--- src/rtl/sts_pkg.sv ---
package sts_pkg;
  typedef enum logic [1:0] {
    MODE_LEVEL = 2'b00,
    MODE_PROG  = 2'b01,
    MODE_ERASE = 2'b10,
    MODE_ANY   = 2'b11
  } sts_mode_e;
endpackage

--- src/rtl/sts_mode_reg.sv ---
module sts_mode_reg
  import sts_pkg::*;
(
  input  logic       clk,
  input  logic       rst,
  input  logic       cfg_valid,
  input  logic [1:0] cfg_code,
  output sts_mode_e  mode_q,
  output sts_mode_e  mode_next
);
  always_comb begin
    if (rst)            mode_next = MODE_LEVEL;
    else if (cfg_valid) mode_next = sts_mode_e'(cfg_code);
    else                mode_next = mode_q;
  end

  always_ff @(posedge clk) begin
    mode_q <= mode_next;
  end
endmodule

--- src/rtl/sts_pulse_timer.sv ---
module sts_pulse_timer #(
  parameter int unsigned PULSE_LEN = 4
) (
  input  logic clk,
  input  logic clear,
  input  logic trigger,
  output logic active_next
);
  localparam int unsigned CW = $clog2(PULSE_LEN + 1);

  logic [CW-1:0] cnt_q;
  logic [CW-1:0] cnt_n;

  always_comb begin
    if (clear)             cnt_n = '0;
    else if (trigger)      cnt_n = CW'(PULSE_LEN);
    else if (cnt_q != '0)  cnt_n = cnt_q - CW'(1);
    else                   cnt_n = cnt_q;
  end

  assign active_next = (cnt_n != '0);

  always_ff @(posedge clk) begin
    cnt_q <= cnt_n;
  end
endmodule

--- src/rtl/sts_pin_drive.sv ---
module sts_pin_drive (
  input  logic clk,
  input  logic level_sel,
  input  logic busy_eff,
  input  logic pulse_active,
  output logic pin_pd_n
);
  logic pin_n;

  always_comb begin
    if (level_sel) pin_n = !busy_eff;
    else           pin_n = !pulse_active;
  end

  always_ff @(posedge clk) begin
    pin_pd_n <= pin_n;
  end
endmodule

--- src/rtl/sts_pin_ctrl.sv ---
module sts_pin_ctrl
  import sts_pkg::*;
#(
  parameter int unsigned PULSE_LEN = 4
) (
  input  logic       clk,
  input  logic       rst,
  input  logic       cfg_valid,
  input  logic [1:0] cfg_code,
  input  logic       pec_busy,
  input  logic       pec_suspended,
  input  logic       prog_done,
  input  logic       erase_done,
  output logic       pin_pd_n,
  output logic [1:0] mode
);
  sts_mode_e mode_q;
  sts_mode_e mode_next;
  logic      sel_event;
  logic      timer_clear;
  logic      pulse_active;
  logic      busy_eff;

  sts_mode_reg u_mode (
    .clk       (clk),
    .rst       (rst),
    .cfg_valid (cfg_valid),
    .cfg_code  (cfg_code),
    .mode_q    (mode_q),
    .mode_next (mode_next)
  );

  assign sel_event   = !cfg_valid &&
                       ((mode_q[0] && prog_done) || (mode_q[1] && erase_done));
  assign timer_clear = rst || cfg_valid || (mode_q == MODE_LEVEL);
  assign busy_eff    = pec_busy && !pec_suspended;

  sts_pulse_timer #(.PULSE_LEN(PULSE_LEN)) u_timer (
    .clk         (clk),
    .clear       (timer_clear),
    .trigger     (sel_event),
    .active_next (pulse_active)
  );

  sts_pin_drive u_drive (
    .clk          (clk),
    .level_sel    (mode_next == MODE_LEVEL),
    .busy_eff     (busy_eff),
    .pulse_active (pulse_active),
    .pin_pd_n     (pin_pd_n)
  );

  assign mode = mode_q;
endmodule

--- config.mk ---
export PLATFORM = sky130hd
export DESIGN_NAME = sts_pin_ctrl
export DESIGN_NICKNAME = d
export VERILOG_FILES = /design/src/rtl/sts_pkg.sv /design/src/rtl/sts_mode_reg.sv /design/src/rtl/sts_pulse_timer.sv /design/src/rtl/sts_pin_drive.sv /design/src/rtl/sts_pin_ctrl.sv
export SDC_FILE = /design/constraint.sdc
export NUM_CORES = 1
export LEC_CHECK = 0
export ABC_AREA = 1
export BUFFER_PORTS_ARGS = -buffer_cell sky130_fd_sc_hd__clkbuf_2
export CAP_MARGIN = 20
export CORE_AREA = 5 5 42 44
export CTS_BUF_LIST = sky130_fd_sc_hd__clkbuf_2
export CTS_CLUSTER_DIAMETER = 100
export DETAILED_ROUTE_END_ITERATION = 7
export DIE_AREA = 0 0 47 49
export PLACE_DENSITY_LB_ADDON = 0.12
export REMOVE_ABC_BUFFERS = 1
export SETUP_SLACK_MARGIN = 0.2
export SLEW_MARGIN = 30
export SYNTH_ARGS = -nofsm -noshare
export SYNTH_HDL_FRONTEND = slang
export SYNTH_SLANG_ARGS = --single-unit
--- constraint.sdc ---
create_clock -name clk -period 3.4 [get_ports clk]
set_input_delay 0.68 -clock clk [delete_from_list [all_inputs] [get_ports clk]]
set_output_delay 0.68 -clock clk [all_outputs]
set_load 0.01 [all_outputs]
==> metrics.csv <==
stage,metric,value,unit
status,status,"complete, no violations",
worst_setup_path,Setup CP Type,reg -> out,
cts,post-cts resize count,0,
grt,largest net degree at the start of global routing,5,
finish,Reg area,120.1,sq um
min_path,WHS Path Cells,4,
min_path,Worst Hold Class,reg -> reg,
min_path,hold path start,u_timer.cnt_q[0],
grt,met1 Resource Use GR,0.07930,
timing,Final setup viols,0,
placement,Buffers on Ports,11,
worst_setup_path,R2R cell count,7,
timing,RSZ-0062 raised after global routing,no,
worst_setup_path,worst r2r src,u_timer.cnt_q[0],
pwr,Pwr Density,335.1,nW/um^2
grt,vias in the first global route,302,
job,Max-Cap Viols,0,
yosys,leading area contributor after synthesis,dfxtp_1,
placement,routability cong.,0.6559,
yosys,"Warnings, synthesis",0,
worst_setup_path,Worst Setup SP,u_mode.mode_q[0],
cts,Post CTS Setup Buffer Count,0,
finish,share of cells above drive strength 1,0.2424,
yosys,Mapped Avg Cell Area,6.352,sq um
cts,Hold Buf Count CTS,0,
cts,CTS Buf Count,3,
finish,"commonest non-fill, non-tap cell in the layout",nand2_1,
timing,clock skew,0.005181,ns
timing,Max-slew headroom,0.8755,
worst_setup_path,CP required,2.72,ns
pwr,maximum vdd drop,133.7,uV
floorplan,Die Ht,49,microns
finish,area of the multi-input gates,157.7,sq um
yosys,Post-Syn Area,330.3,sq um
grt,GR Layer Usage met2,0.09276,
timing,hold slack,0.5872,ns
cts,clk root buf,clkbuf_2,
timing,Tcrit/Tclk final,0.4199,
drt,first-pass iteration count of the detailed router,2,
finish,Util after Layout,0.3000,
grt,first-pass GRT wire length,1.124,mm
finish,nets,80,
finish,layout overhead on the synthesized area,27.27,%
worst_setup_path,"Slowest-stage cell, CP",dfxtp_1,
drt,vias per inst,3.915,
drt,ANT nets after route,0,
worst_setup_path,Crit path max-delay family,flip-flops,
floorplan,width of the die,47,microns
worst_setup_path,Startpoint Class,register,
min_path,end of the worst hold path,u_timer.cnt_q[0],
grt,total track usage,0.06906,
floorplan,# rows,14,
drt,final routed DRC violation total,0,
cts,clk_lat worst skew,0.21,ns
placement,post-DP HPWL,517.5,microns
floorplan,num ports,12,
yosys,Yosys cell types,11,
yosys,largest cells by area after synthesis,"dfxtp_1 36%, nand2_1 25%, inv_1 15%",
floorplan,Initial Utilization,0.2357,
worst_setup_path,Worst Path Arrival,0.75,ns
worst_setup_path,Buf/Inv on CP,1,
finish,ANT cells,0,
drt,DR iter-0 viols,1,
drt,final WL,586,microns
cts,H-Tree Depth,1,
grt,met3 global-route usage,0.02214,
timing,final period demand of the worst path,1.428,ns
grt,total grt overflow,0,
yosys,register area share after synthesis,0.3636,
worst_setup_path,CP max FO,4,
cts,clk buf depth,2,
worst_setup_path,"Largest stage delay, worst path",0.38,ns
cts,CTS tree,yes,
cts,Clock transition at path regs,0.06,ns
worst_setup_path,R2R setup slack,2.00,ns
worst_setup_path,reg-to-reg endpoint,u_drive.pin_pd_n,
grt,initial antenna violation count,0,
timing,f_max,0.7004,GHz
cts,# clock sinks,6,
finish,"commonest cells after routing, fill and taps aside","22 x nand2_1, 14 x clkbuf_2, 13 x inv_1",
floorplan,Die Area,2303,sq um
worst_setup_path,CP Capture Type,output pin,
yosys,cell count after synthesis,52,
worst_setup_path,crit path cell chain,clkbuf_2,
finish,FILL cells,171,
grt,"Most Used Layer, Global Route",met2,
timing,setup TNS,0,ns
timing,Fin. Hold Viols,0,
yosys,Synth Register Bits,6,
timing,Final Max Tran Viols,0,
pwr,Static Leak,0.2892,nW
drt,DR vias,321,
yosys,share of the synthesized area in the top cell type,0.3636,
drt,wire per inst,7.146,microns
timing,Slew @ Worst Pin,0.1848,ns
floorplan,core area,1401,sq um
registers in the layout (all words and copies together), names as in the netlist:
signal	count
u_drive.pin_pd_n	1
u_mode.mode_q	2
u_timer.cnt_q	3
power breakdown:
part           switching, mW  internal (mW)  leakage [nW]
clock                 0.0234         0.0239        0.0125
combinational        0.00979        0.00890         0.228
sequential           0.00174         0.0732        0.0491
worst max path at each step:
stage	endpoint	slack, ns	depth (start not counted)
3_3_place_gp	u_drive.pin_pd_n	1.98	7
3_5_place_dp	u_drive.pin_pd_n	1.98	7
6_report	mode[0]	1.97	1
2_1_floorplan	u_drive.pin_pd_n	2.16	7
5_1_grt	u_drive.pin_pd_n	1.81	7
4_1_cts	mode[1]	1.95	1
kinds of logic (layout without fill, tap and decap cells):
group / count (synthesis) / in the layout / synth area share
buf+inv: 14 / 28 / 0.1591
compound gates: 3 / 3 / 0.05301
fa+ha+maj: 3 / 3 / 0.1136
flops: 6 / 6 / 0.3637
simple gates: 26 / 26 / 0.3106
area by class of cell:
cell class              count  area share
repair buffers             11      0.1310
inverters                  14      0.1250
flip-flops and latches      6      0.2857
clock buffers               3     0.03571
multi-input cells          32      0.3750
well taps                  16     0.04762
synth_stat cells (all sizes together):
| cell type | number |
|---|---|
| o211ai | 1 |
| nand3 | 2 |
| dfxtp | 6 |
| nand2 | 22 |
| inv | 14 |
| ha | 3 |
| o21ai | 2 |
| nor2 | 2 |
routing by layer:
layer  up-vias  part of all wire
met3         2             0.053
li1        178                 -
met5         -                 0
met2         4              0.52
met1       137              0.42
met4         0            0.0068
through the flow:
step | setup slack [ns] | total power, mW | area [sq um] | std cells
6_report | 1.972 | 0.1409 | 420.4 | 82
5_1_grt | 1.812 | 0.1539 | 420.4 | 82
4_1_cts | 1.952 | 0.1446 | 420.4 | 82
3_5_place_dp | 1.984 | 0.09563 | 405.4 | 79
3_3_place_gp | 1.982 | 0.09568 | 405.4 | 79
2_1_floorplan | 2.156 | 0.08655 | 330.3 | 52
No activity file was read; power rests on OpenSTA's default activity.
